<file path="src/rtl/pci_tgt_pkg.sv">
package pci_tgt_pkg;

   typedef enum logic [2:0] {
      ST_IDLE  = 3'd0,   // bus watched for an address phase
      ST_BUSY  = 3'd1,   // foreign transaction in progress
      ST_CLAIM = 3'd2,   // select driven, ready held off
      ST_DATA  = 3'd3,   // ready driven, phases complete here
      ST_STOPW = 3'd4,   // stop held, waiting for the frame to drop
      ST_TURN  = 3'd5    // all controls driven high for one clock
   } tgt_state_e;

   localparam logic [3:0] CMD_MEM_RD = 4'b0110;
   localparam logic [3:0] CMD_MEM_WR = 4'b0111;
   localparam logic [31:0] WORD_STEP = 32'd4;

endpackage

</file>
<file path="src/rtl/pci_tgt_decode.sv">
module pci_tgt_decode
   import pci_tgt_pkg::*;
#(
   parameter int NUM_WIN = 2,
   parameter int WIN_BITS = 12,
   parameter logic [NUM_WIN*32-1:0] WIN_BASE = '0,
   localparam int TAG_W = 32 - WIN_BITS
) (
   input  logic [TAG_W-1:0] addr_tag_i,
   input  logic [3:0]       cmd_i,
   output logic             hit_o,
   output logic             is_wr_o
);

   logic [NUM_WIN-1:0] win_match;
   logic               cmd_ok;

   // One comparator per window, all in parallel.
   generate
      for (genvar g = 0; g < NUM_WIN; g++) begin : g_win
         assign win_match[g] = (addr_tag_i == WIN_BASE[g*32+WIN_BITS +: TAG_W]);
      end
   endgenerate

   assign cmd_ok  = (cmd_i == CMD_MEM_RD) || (cmd_i == CMD_MEM_WR);
   assign hit_o   = cmd_ok && (|win_match);
   assign is_wr_o = (cmd_i == CMD_MEM_WR);

endmodule

</file>
<file path="src/rtl/pci_tgt_burst.sv">
module pci_tgt_burst
   import pci_tgt_pkg::*;
#(
   parameter int BURST_W = 4
) (
   input  logic               clk,
   input  logic               rst_n,
   input  logic               load_i,
   input  logic [31:0]        start_addr_i,
   input  logic               advance_i,
   input  logic [BURST_W-1:0] limit_i,
   output logic [31:0]        addr_o,
   output logic               at_limit_o
);

   logic [31:0]        addr_q;
   logic [BURST_W-1:0] beats_q;   // phases completed so far

   always_ff @(posedge clk or negedge rst_n) begin
      if (!rst_n) begin
         addr_q  <= '0;
         beats_q <= '0;
      end else if (load_i) begin
         addr_q  <= start_addr_i;
         beats_q <= '0;
      end else if (advance_i) begin
         addr_q  <= addr_q + WORD_STEP;
         beats_q <= beats_q + 1'b1;
      end
   end

   // The phase now on the bus is the last one the limit allows.
   assign at_limit_o = (limit_i != '0) && (beats_q == (limit_i - 1'b1));
   assign addr_o     = addr_q;

endmodule

</file>
<file path="src/rtl/pci_tgt_fsm.sv">
module pci_tgt_fsm
   import pci_tgt_pkg::*;
(
   input  logic       clk,
   input  logic       rst_n,
   input  logic       cyc_n_i,
   input  logic       init_rdy_n_i,
   input  logic       hit_i,
   input  logic       is_wr_i,
   input  logic       at_limit_i,
   output tgt_state_e state_o,
   output logic       wr_o,
   output logic       load_o,
   output logic       advance_o
);

   tgt_state_e state_q, state_d;
   logic       wr_q;

   assign load_o    = (state_q == ST_IDLE) && !cyc_n_i && hit_i;
   assign advance_o = (state_q == ST_DATA) && !init_rdy_n_i;

   always_comb begin
      state_d = state_q;
      unique case (state_q)
         ST_IDLE: begin
            if (!cyc_n_i) state_d = hit_i ? ST_CLAIM : ST_BUSY;
         end
         ST_BUSY: begin
            if (cyc_n_i && init_rdy_n_i) state_d = ST_IDLE;
         end
         ST_CLAIM: state_d = ST_DATA;
         ST_DATA: begin
            if (!init_rdy_n_i) begin
               if (cyc_n_i)         state_d = ST_TURN;
               else if (at_limit_i) state_d = ST_STOPW;
            end else if (cyc_n_i) begin
               state_d = ST_TURN;   // initiator gave up the cycle
            end
         end
         ST_STOPW: begin
            if (cyc_n_i) state_d = ST_TURN;
         end
         ST_TURN: state_d = ST_IDLE;
         default: state_d = ST_IDLE;
      endcase
   end

   always_ff @(posedge clk or negedge rst_n) begin
      if (!rst_n) begin
         state_q <= ST_IDLE;
         wr_q    <= 1'b0;
      end else begin
         state_q <= state_d;
         if (load_o) wr_q <= is_wr_i;
      end
   end

   assign state_o = state_q;
   assign wr_o    = wr_q;

endmodule

</file>
<file path="src/rtl/pci_tgt_phase_ctrl.sv">
module pci_tgt_phase_ctrl
   import pci_tgt_pkg::*;
#(
   parameter int NUM_WIN = 2,
   parameter int WIN_BITS = 12,
   parameter logic [NUM_WIN*32-1:0] WIN_BASE = {32'hC000_0000, 32'h8000_0000},
   parameter int BURST_W = 4
) (
   input  logic               clk,
   input  logic               rst_n,
   input  logic               cyc_n_i,
   input  logic               init_rdy_n_i,
   input  logic [31:0]        bus_ad_i,
   input  logic [3:0]         bus_cbe_n_i,
   input  logic [BURST_W-1:0] limit_i,
   output logic               sel_n_o,
   output logic               sel_oe_o,
   output logic               tgt_rdy_n_o,
   output logic               tgt_rdy_oe_o,
   output logic               halt_n_o,
   output logic               halt_oe_o,
   output logic [31:0]        bus_ad_o,
   output logic               bus_ad_oe_o,
   output logic [31:0]        loc_addr_o,
   output logic               loc_wr_o,
   output logic               loc_rd_o,
   output logic [31:0]        loc_wdata_o,
   output logic [3:0]         loc_be_o,
   input  logic [31:0]        loc_rdata_i,
   output logic               loc_done_o
);

   generate
      if (NUM_WIN < 1)                  begin : g_bad_win   $error("NUM_WIN must be at least 1"); end
      if (WIN_BITS < 2 || WIN_BITS > 31) begin : g_bad_bits  $error("WIN_BITS must be 2..31"); end
      if (BURST_W < 1 || BURST_W > 16)   begin : g_bad_burst $error("BURST_W must be 1..16"); end
   endgenerate

   tgt_state_e state;
   logic       hit, is_wr, wr_q, load, advance, at_limit;
   logic       drive, claimed;

   pci_tgt_decode #(
      .NUM_WIN (NUM_WIN),
      .WIN_BITS(WIN_BITS),
      .WIN_BASE(WIN_BASE)
   ) u_decode (
      .addr_tag_i(bus_ad_i[31:WIN_BITS]),
      .cmd_i     (bus_cbe_n_i),
      .hit_o     (hit),
      .is_wr_o   (is_wr)
   );

   pci_tgt_fsm u_fsm (
      .clk         (clk),
      .rst_n       (rst_n),
      .cyc_n_i     (cyc_n_i),
      .init_rdy_n_i(init_rdy_n_i),
      .hit_i       (hit),
      .is_wr_i     (is_wr),
      .at_limit_i  (at_limit),
      .state_o     (state),
      .wr_o        (wr_q),
      .load_o      (load),
      .advance_o   (advance)
   );

   pci_tgt_burst #(
      .BURST_W(BURST_W)
   ) u_burst (
      .clk         (clk),
      .rst_n       (rst_n),
      .load_i      (load),
      .start_addr_i(bus_ad_i),
      .advance_i   (advance),
      .limit_i     (limit_i),
      .addr_o      (loc_addr_o),
      .at_limit_o  (at_limit)
   );

   // Bus controls decode from registered state only, so they carry
   // no path from the sampled bus inputs.
   always_comb begin
      claimed      = (state == ST_CLAIM) || (state == ST_DATA) || (state == ST_STOPW);
      drive        = claimed || (state == ST_TURN);
      sel_oe_o     = drive;
      tgt_rdy_oe_o = drive;
      halt_oe_o    = drive;
      sel_n_o      = !claimed;
      tgt_rdy_n_o  = !(state == ST_DATA);
      halt_n_o     = !(((state == ST_DATA) && at_limit) || (state == ST_STOPW));
      bus_ad_oe_o  = !wr_q && ((state == ST_DATA) || (state == ST_STOPW));
      loc_done_o   = (state == ST_TURN);
   end

   assign bus_ad_o    = loc_rdata_i;
   assign loc_wr_o    = advance && wr_q;
   assign loc_rd_o    = advance && !wr_q;
   assign loc_wdata_o = bus_ad_i;
   assign loc_be_o    = ~bus_cbe_n_i;

endmodule

</file>
<file path="config.mk">
export PLATFORM = sky130hd
export DESIGN_NAME = pci_tgt_phase_ctrl
export DESIGN_NICKNAME = d
export VERILOG_FILES = /design/src/rtl/pci_tgt_pkg.sv /design/src/rtl/pci_tgt_decode.sv /design/src/rtl/pci_tgt_burst.sv /design/src/rtl/pci_tgt_fsm.sv /design/src/rtl/pci_tgt_phase_ctrl.sv
export SDC_FILE = /design/constraint.sdc
export NUM_CORES = 1
export LEC_CHECK = 0
export BUFFER_PORTS_ARGS = -buffer_cell sky130_fd_sc_hd__buf_2
export CORE_MARGIN = 5
export CORE_UTILIZATION = 46
export DETAILED_ROUTE_END_ITERATION = 10
export PLACE_DENSITY = 0.93
export SYNTH_ARGS = -nofsm -noshare
export SYNTH_HDL_FRONTEND = slang
export SYNTH_SLANG_ARGS = --single-unit
</file>
<file path="constraint.sdc">
create_clock -name clk -period 3.4 [get_ports clk]
set_input_delay 0.34 -clock clk [delete_from_list [all_inputs] [get_ports clk]]
set_output_delay 0.34 -clock clk [all_outputs]
set_load 0.01 [all_outputs]
</file>
==> results by group, run 1 <==
Timing
  • Setup-failing EPs final: 0
  • Worst Max-Slew Pin Slew: 984 ps
  • Final setup margin: 1000 ps
  • RSZ-0062 raised after global routing: false
  • Hold Fails Final Rpt: 0
  • Period utilization: 70.5%
  • Final hold slack: 167 ps
  • Sum Neg Setup Slack: 0 ps
  • Relative slew margins: 34.4%
  • Clk_skew: 5.81 ps
  • FMAX: 0.417 GHz
  • Final Max Slew Viols: 0
  • Final min period: 2400 ps

Setup path
  • Crit-path max cell delay: 590 ps
  • Worst path required time: 3630 ps
  • Slowest cell on crit path: or4b_4
  • Largest fanout on the critical path: 17
  • Crit. End Element: register
  • CP Class: register to register
  • RR Startpoint: u_fsm.state_o[2]$_DFFE_PN0P_
  • Critical path arrival: 2630 ps
  • Setup crit start kind: register
  • RR Endpoint: u_burst.addr_o[30]$_DFFE_PN0P_
  • Depth of the most critical reg-to-reg path: 6
  • Worst R2R Setup Slack: 1000 ps
  • Worst path cell trace: or4b_4 > nor4_4 > and2_1 > buf_4 > a22oi_1 > nand3_1

Synth
  • Post-synth ARST share: 100%
  • Synth cell count leaders: buf_4, dfrtp_1, nand2_1
  • Post-Synthesis Cells: 340
  • Yosys top cell area share: 34.9%
  • Most numerous cell in the Yosys netlist: buf_4
  • Seq/Total Area, Yosys: 34.9%
  • Syn avg cell area: 8.43 sq um
  • Seq cells post-synth: 40
  • Yosys top cell by area: dfrtp_1
  • Syn Nets: 419
  • Yosys warnings: 0
  • Ys flop type: dfrtp_1
  • Cell Area, Synth: 2870 sq um
  • Count of different cell masters after synthesis: 44
  • EDFF count, synth: 0
  • Synth area leaders: dfrtp_1, buf_4, xor2_1

Placed design
  • Placed cell area: 3020 sq um
  • Port buffer count: 121
  • Placer Congestion: 0.830
  • Dpl cells: 463
  • Final HPWL DP: 5780 microns
  • Placement Setup Slack: 994 ps

Die
  • Initial core utilization: 47.8%
  • # IOs: 186
  • Die Wd: 88.9 microns
  • Full die area: 7910 sq um
  • Die Span Y: 88.9 microns
  • Row count: 28
  • Total core area: 5990 sq um

Pwr
  • Leak pwr: 1.62 nW
  • Peak VDD IR: 297 uV
  • Power density over the cells: 327 nW/um^2
  • Final Power: 1.02 mW

Routing
  • Starting DRT DRC Count: 216
  • Via count: 2,581
  • Vias/cell: 5.49
  • DRC viols: 0
  • Antenna-violating nets left: 0
  • Routed wire per std cell: 15.9 microns
  • Initial DRT Pass Iterations: 4
  • Final WL: 7470 microns

Clock tree
  • Clk pin slew, worst setup/hold paths: 80 ps
  • Cts bufs inserted: 5
  • # clock sinks: 40
  • CTS Buffer Depth: 2
  • Hold buffer count at CTS: 0
  • Clock Latency Late Sink: 300 ps
  • TritonCTS clock tree: done
  • Root cell of the clock tree: clkbuf_8
  • H-tree depth: 2
  • Post-CTS setup buffers: 0
  • Gates resized, CTS repair: 0

Cells and area
  • ANT cells: 0
  • Register Area: 1000 sq um
  • Multi-input logic area: 1240 sq um
  • Fin area: 3120 sq um
  • Filler cells: 551
  • Synth-to-Final Area Change: 8.73%
  • Non-Filler Instances: 470
  • Share of cells above drive strength 1: 34.7%
  • Final core utilization: 52.0%
  • Nets: 474

Global routing
  • Initial antenna violation count: 0
  • Number of global-route vias before repair: 2,481
  • GRT overflow: 0
  • GR Util All Layers: 19.7%
  • Global-route wire length before repair: 12,100 microns
  • Largest net degree at the start of global routing: 41

Status
  • Outcome: finished, final reports clean

Hold path
  • Hold Path Class: input pin to async pin

Run
  • Max Cap Violations: 0
[layout make-up]
class                           count  area share (%)
Inverter                           14            1.69
Clock buffer                        7            3.09
Sequential cell                    40            32.1
Multi-Input combinational cell    210            39.9
Tap cell                           75            3.01
Timing Repair Buffer              124            20.2
[sequential cells by signal, summed over array words and instances, names as in the netlist]
signal / cells
u_fsm.wr_o: 1
u_fsm.state_o: 3
u_burst.addr_o: 32
u_burst.beats_q: 4
[power breakdown]
| part | leakage (nW) | total [mW] | internal, mW | switching, mW |
|---|---|---|---|---|
| sequential | 0.546 | 0.523 | 0.495 | 0.0282 |
| clock | 0.0503 | 0.343 | 0.181 | 0.162 |
| combinational | 1.03 | 0.152 | 0.0678 | 0.0841 |
| total | 1.62 | 1.02 | 0.743 | 0.274 |
[layout by cell type (no fill, tap or decap), types with 2 or more instances in the layout]
master,n
nand2b_1,2
nor4_4,2
buf_4,3
o22ai_1,3
a21oi_1,12
nor4_1,5
a31oi_1,5
dfrtp_1,40
or4_1,3
o21ai_0,18
nand4_1,12
o31ai_1,3
xnor2_1,4
nand3_1,20
and3_1,4
xor2_1,15
and2_1,4
o21ai_1,3
nor2_1,30
nand2_1,33
inv_1,14
nor3_1,6
clkbuf_8,7
o211ai_1,5
buf_2,121
ha_1,3
and4_1,2
a22oi_1,3
[cell families after synthesis]
kind of cell	Yosys count	share of synthesized area, %
mux	1	0.349
flops	40	34.9
buf+inv	90	21.7
fa+ha+maj	3	1.31
xor+xnor	19	5.81
simple gates	130	24.1
compound gates	57	11.9
[routing by layer]
metal	global-route usage [%]	part of all wire [%]
met5	0	0
met3	4.98	7.1
met4	7.01	1.7
met2	32.5	49
met1	25.0	43
[worst max-delay path, delay by kind of cell (launching register included)]
family,cells,cell delay [ps]
AO/OA/AOI/OAI,1,110
buffers and inverters,1,300
flip-flops,1,480
AND/OR/NAND/NOR,4,1420
[how the worst max path moves through the flow]
stage | to | from
after detailed placement | u_burst.addr_o[30]$_DFFE_PN0P_ | bus_ad_i[24]
after floorplan | u_burst.addr_o[30]$_DFFE_PN0P_ | u_fsm.state_o[2]$_DFFE_PN0P_
after CTS | u_burst.addr_o[30]$_DFFE_PN0P_ | u_fsm.state_o[2]$_DFFE_PN0P_
after global routing | u_burst.addr_o[30]$_DFFE_PN0P_ | u_fsm.state_o[2]$_DFFE_PN0P_
final | u_burst.addr_o[30]$_DFFE_PN0P_ | u_fsm.state_o[2]$_DFFE_PN0P_
after global placement | u_burst.addr_o[30]$_DFFE_PN0P_ | bus_ad_i[24]
(Power assumes the default switching activity.)
==> inputs of run 2 (changes only) <==
--- a/config.mk
+++ b/config.mk
@@ -7,9 +7,9 @@
 export LEC_CHECK = 0
 export BUFFER_PORTS_ARGS = -buffer_cell sky130_fd_sc_hd__buf_2
 export CORE_MARGIN = 5
-export CORE_UTILIZATION = 46
+export CORE_UTILIZATION = 43
 export DETAILED_ROUTE_END_ITERATION = 10
-export PLACE_DENSITY = 0.93
+export PLACE_DENSITY = 0.88
 export SYNTH_ARGS = -nofsm -noshare
 export SYNTH_HDL_FRONTEND = slang
 export SYNTH_SLANG_ARGS = --single-unit
==> constraint.sdc (replaced) <==
create_clock -name clk -period 2.4 [get_ports clk]
set_input_delay 0.24 -clock clk [delete_from_list [all_inputs] [get_ports clk]]
set_output_delay 0.24 -clock clk [all_outputs]
set_load 0.01 [all_outputs]
==> results by group, run 2 (synthesized netlist as in run 1, its figures left out) <==
Status
  • Outcome: finished, final reports clean

Timing
  • Period utilization: 90.8%
  • Worst Max-Slew Pin Slew: 936 ps
  • FMAX: 0.459 GHz
  • Sum Neg Setup Slack: 0 ps
  • Clk_skew: 7.74 ps
  • Final hold slack: 64.1 ps
  • Final min period: 2180 ps
  • Setup-failing EPs final: 0
  • Hold Fails Final Rpt: 0
  • RSZ-0062 raised after global routing: false
  • Final Max Slew Viols: 0
  • Relative slew margins: 37.6%

Pwr
  • Power density over the cells: 454 nW/um^2
  • Peak VDD IR: 423 uV
  • Leak pwr: 1.65 nW
  • Clock share of power: 33.5%
  • Sw frac: 26.5%
  • Combinational power share: 14.8%
  • Switching Power: 380 uW
  • Sequential fraction of design power: 51.7%
  • Cell-internal power: 1.05 mW

Setup path
  • RR Startpoint: u_fsm.state_o[2]$_DFFE_PN0P_
  • Largest fanout on the critical path: 12
  • Depth of the most critical reg-to-reg path: 5
  • Crit-path max cell delay: 590 ps
  • Worst R2R Setup Slack: 220 ps
  • Worst path required time: 2540 ps
  • Critical path arrival: 2330 ps
  • Worst path cell trace: or4b_4 > nor4_4 > a21oi_1 > o21ai_0 > o311ai_0
  • CP startpoint: u_fsm.state_o[2]$_DFFE_PN0P_
  • Slowest cell on crit path: or4b_4
  • Crit. End Element: register
  • Crit path to: u_burst.addr_o[7]$_DFFE_PN0P_
  • RR Endpoint: u_burst.addr_o[7]$_DFFE_PN0P_
  • CP Class: register to register
  • Setup crit start kind: register

Clock tree
  • TritonCTS clock tree: done
  • Post-CTS setup buffers: 0
  • Root cell of the clock tree: clkbuf_8
  • Hold buffer count at CTS: 0
  • H-tree depth: 2
  • Clk pin slew, worst setup/hold paths: 70 ps
  • Gates resized, CTS repair: 0
  • CTS Buffer Depth: 2
  • # clock sinks: 40
  • Cts bufs inserted: 5
  • Clock Latency Late Sink: 290 ps

Routing
  • Starting DRT DRC Count: 184
  • Initial DRT Pass Iterations: 4
  • Vias/cell: 5.32
  • Routed wire per std cell: 15.6 microns
  • Metal-1 WL: 3230 microns
  • Final WL: 7420 microns
  • Metal3 WL: 491 microns
  • Met2 Wirelength: 3600 microns
  • Top Layer Used: met4
  • Antenna-violating nets left: 0
  • Via count: 2,539
  • DRC viols: 0

Cells and area
  • Non-Filler Instances: 477
  • Commonest non-fill, non-tap cell in the layout: buf_2
  • ANT cells: 0
  • Synth-to-Final Area Change: 10.1%
  • Nets: 479
  • Max FFs per register: 32
  • Filler cells: 616
  • Fin area: 3160 sq um
  • Share of cells above drive strength 1: 35.5%
  • Final core utilization: 49.1%
  • Most frequent cells in the layout: buf_2, dfrtp_1, nand2_1

Die
  • Total core area: 6420 sq um
  • # IOs: 186
  • Die Span Y: 91.6 microns
  • Die Wd: 91.6 microns
  • Initial core utilization: 44.6%
  • Full die area: 8400 sq um
  • Row count: 29

Global routing
  • Number of global-route vias before repair: 2,516
  • GR Util All Layers: 17.8%
  • Global-route wire length before repair: 12,400 microns
  • Largest net degree at the start of global routing: 41
  • GRT overflow: 0
  • Initial antenna violation count: 0

Placed design
  • Port buffer count: 121
  • Dpl cells: 470
  • Final HPWL DP: 5940 microns
  • Placer Congestion: 0.851
  • Placed cell area: 3060 sq um

Hold path
  • Hold Path Class: input pin to async pin

Run
  • Max Cap Violations: 0
==> run 2: cell types whose count changed in the layout (fill, tap and decap cells not counted), sizes merged <==
cell,before,now
buf,124,129
==> run 2: layout make-up <==
type                    instances  area, sq um  share of cell area (%)
multi-input cells             210         1240                    39.4
clock buffers                   7         96.3                    3.05
well taps                      77         96.3                    3.05
inverters                      14         52.6                    1.67
flip-flops and latches         40         1000                    31.7
repair buffers                129          666                    21.1
==> run 2: per-stage QoR <==
stage	power (mW)	setup WS, ps
floorplan	0.934	509
global placement	0.959	288
detailed placement	0.967	256
CTS	1.44	242
global route	1.51	58.7
finish	1.43	220
==> run 2: how the worst min path moves through the flow <==
stage | endpoint | cells after the start | slack, ps
after global placement | u_burst.addr_o[31]$_DFFE_PN0P_ | 1 | 410
after CTS | u_burst.addr_o[24]$_DFFE_PN0P_ | 1 | 100
after global routing | u_burst.addr_o[31]$_DFFE_PN0P_ | 1 | 140
after floorplan | u_burst.addr_o[0]$_DFFE_PN0P_ | 0 | -60
final | u_burst.addr_o[29]$_DFFE_PN0P_ | 1 | 60
after detailed placement | u_burst.addr_o[31]$_DFFE_PN0P_ | 1 | 410
==> run 2: power groups by stage <==
stage | sequential (mW) | clock [mW] | combinational [mW]
floorplan | 0.754 | 0 | 0.180
global placement | 0.751 | 0 | 0.208
detailed placement | 0.753 | 0 | 0.214
CTS | 0.739 | 0.488 | 0.215
global route | 0.747 | 0.523 | 0.237
finish | 0.740 | 0.480 | 0.211
==> run 2: routing by layer <==
metal / vias to the layer above / global-route usage, %
met3: 12 / 3.93
met4: 0 / 4.15
met5: - / 0
met2: 94 / 29.2
li1: 1235 / -
met1: 1198 / 24.0
==> run 2: critical path: cells and delay by family (launching register included) <==
kind | cells | cell delay, ps
compound gates | 3 | 720
flops | 1 | 470
simple gates | 2 | 850
==> inputs of run 3 (changes only) <==
==> constraint.sdc (replaced) <==
create_clock -name clk -period 2.4 [get_ports clk]
set_input_delay 0 -clock clk [delete_from_list [all_inputs] [get_ports clk]]
set_output_delay 0 -clock clk [all_outputs]
set_load 0.01 [all_outputs]
==> results by group, run 3 (synthesized netlist as in run 1, its figures left out) <==
Status
  • Outcome: finished, final reports clean

Setup path
  • Crit path to: u_burst.addr_o[7]$_DFFE_PN0P_
  • Setup crit start kind: register
  • Slowest cell on crit path: or4b_4
  • CP Class: register to register
  • RR Startpoint: u_fsm.state_o[2]$_DFFE_PN0P_
  • Worst path required time: 2550 ps
  • Worst R2R Setup Slack: 140 ps
  • Critical path arrival: 2410 ps
  • Crit-path max cell delay: 590 ps
  • RR Endpoint: u_burst.addr_o[7]$_DFFE_PN0P_
  • Largest fanout on the critical path: 12
  • Bufs and invs on worst path: 0
  • Critical Path Stages: 5
  • Worst path cell trace: or4b_4 > nor4_4 > a21oi_1 > o21ai_0 > o311ai_0
  • Crit-path leading delay family: simple AND/OR/NAND/NOR gates
  • Depth of the most critical reg-to-reg path: 5
  • CP startpoint: u_fsm.state_o[2]$_DFFE_PN0P_
  • Crit. End Element: register

Clock tree
  • # clock sinks: 40
  • Post-CTS setup buffers: 0
  • Clock Latency Late Sink: 290 ps
  • Cts bufs inserted: 5
  • H-tree depth: 2
  • TritonCTS clock tree: done
  • Root cell of the clock tree: clkbuf_8
  • Clk pin slew, worst setup/hold paths: 80 ps
  • Gates resized, CTS repair: 0
  • Hold buffer count at CTS: 14
  • CTS Buffer Depth: 2

Cells and area
  • ANT cells: 0
  • Non-Filler Instances: 493
  • Synth-to-Final Area Change: 15.3%
  • Max FFs per register: 32
  • Nets: 494
  • Commonest non-fill, non-tap cell in the layout: buf_2
  • Share of cells above drive strength 1: 34.6%
  • Most frequent cells in the layout: buf_2, dfrtp_1, nand2_1

Placed design
  • Port buffer count: 121
  • Dpl cells: 471
  • Final HPWL DP: 6000 microns
  • Placer Congestion: 0.824

Global routing
  • Number of global-route vias before repair: 2,710
  • Initial antenna violation count: 0
  • GR Util All Layers: 18.9%
  • Global-route wire length before repair: 13,000 microns
  • GRT overflow: 0
  • Largest net degree at the start of global routing: 41

Routing
  • Metal-1 WL: 3330 microns
  • DRC viols: 0
  • Final WL: 7780 microns
  • Antenna-violating nets left: 0
  • Met2 Wirelength: 3800 microns
  • Metal3 WL: 530 microns
  • Via count: 2,619
  • Starting DRT DRC Count: 153
  • Routed wire per std cell: 15.8 microns
  • Top Layer Used: met4
  • Initial DRT Pass Iterations: 4
  • Vias/cell: 5.31

Timing
  • Hold Fails Final Rpt: 0
  • FMAX: 0.443 GHz
  • Final min period: 2260 ps
  • Worst Max-Slew Pin Slew: 894 ps
  • Sum Neg Setup Slack: 0 ps
  • Period utilization: 94.1%
  • RSZ-0062 raised after global routing: false
  • Final Max Slew Viols: 0
  • Relative slew margins: 40.4%
  • Setup-failing EPs final: 0
  • Clk_skew: 9.68 ps

Pwr
  • Final Power: 1.45 mW
  • Peak VDD IR: 336 uV
  • Power density over the cells: 437 nW/um^2
  • Leak pwr: 1.71 nW

Die
  • Initial core utilization: 44.6%
  • Row count: 29
  • # IOs: 186
  • Die Wd: 91.6 microns
  • Full die area: 8400 sq um
  • Die Span Y: 91.6 microns
  • Total core area: 6420 sq um

Run
  • Max Cap Violations: 0

Hold path
  • Hold Path Class: input pin to output port
-- run 3: how the worst min path moves through the flow --
stage / start / end / slack (ps) / cells after the start
finish: loc_rdata_i[7] / bus_ad_o[7] / 0.004 / 0
global route: loc_rdata_i[0] / bus_ad_o[0] / 0.02 / 0
CTS: loc_rdata_i[11] / bus_ad_o[11] / 0.07 / 0
detailed placement: loc_rdata_i[11] / bus_ad_o[11] / 0.07 / 0
global placement: loc_rdata_i[11] / bus_ad_o[11] / 0.07 / 0
floorplan: rst_n / u_burst.addr_o[0]$_DFFE_PN0P_ / -300 / 0
-- run 3: report_power, final --
group | total (mW) | switching (mW) | internal [mW] | leakage [nW]
registers | 0.741 | 0.0402 | 0.701 | 0.546
clock network | 0.471 | 0.239 | 0.233 | 0.0434
logic | 0.233 | 0.122 | 0.110 | 1.12
total | 1.45 | 0.401 | 1.04 | 1.71
-- run 3: layout make-up --
cell class | count | area (sq um)
clock inverters | 2 | 15.0
flip-flops and latches | 40 | 1000
well taps | 77 | 96.3
repair buffers | 144 | 813
clock buffers | 6 | 82.6
multi-input cells | 210 | 1240
inverters | 14 | 52.6
fillers | 590 | 3120
-- run 3: per-layer routing --
layer,track usage (%),vias up
li1,-,1266
met2,31.9,101
met3,3.68,15
met1,24.2,1237
met4,6.16,0
met5,0,-
-- run 3: metrics by stage --
stage	util [%]	instance area, sq um	setup slack [ps]	hold slack [ps]
global placement	47.7	3070	288	0.0686
global route	51.5	3300	8.78	0.0151
finish	51.5	3300	142	0.00371
CTS	51.5	3300	170	0.0686
floorplan	-	2870	509	-296
detailed placement	47.7	3070	193	0.0686
-- run 3: worst register-to-register path, stage by stage (launching register included) --
cell and delay, ps:
dfrtp_1 480, or4b_4 590, nor4_4 270, a21oi_1 320
o21ai_0 290, o311ai_0 170
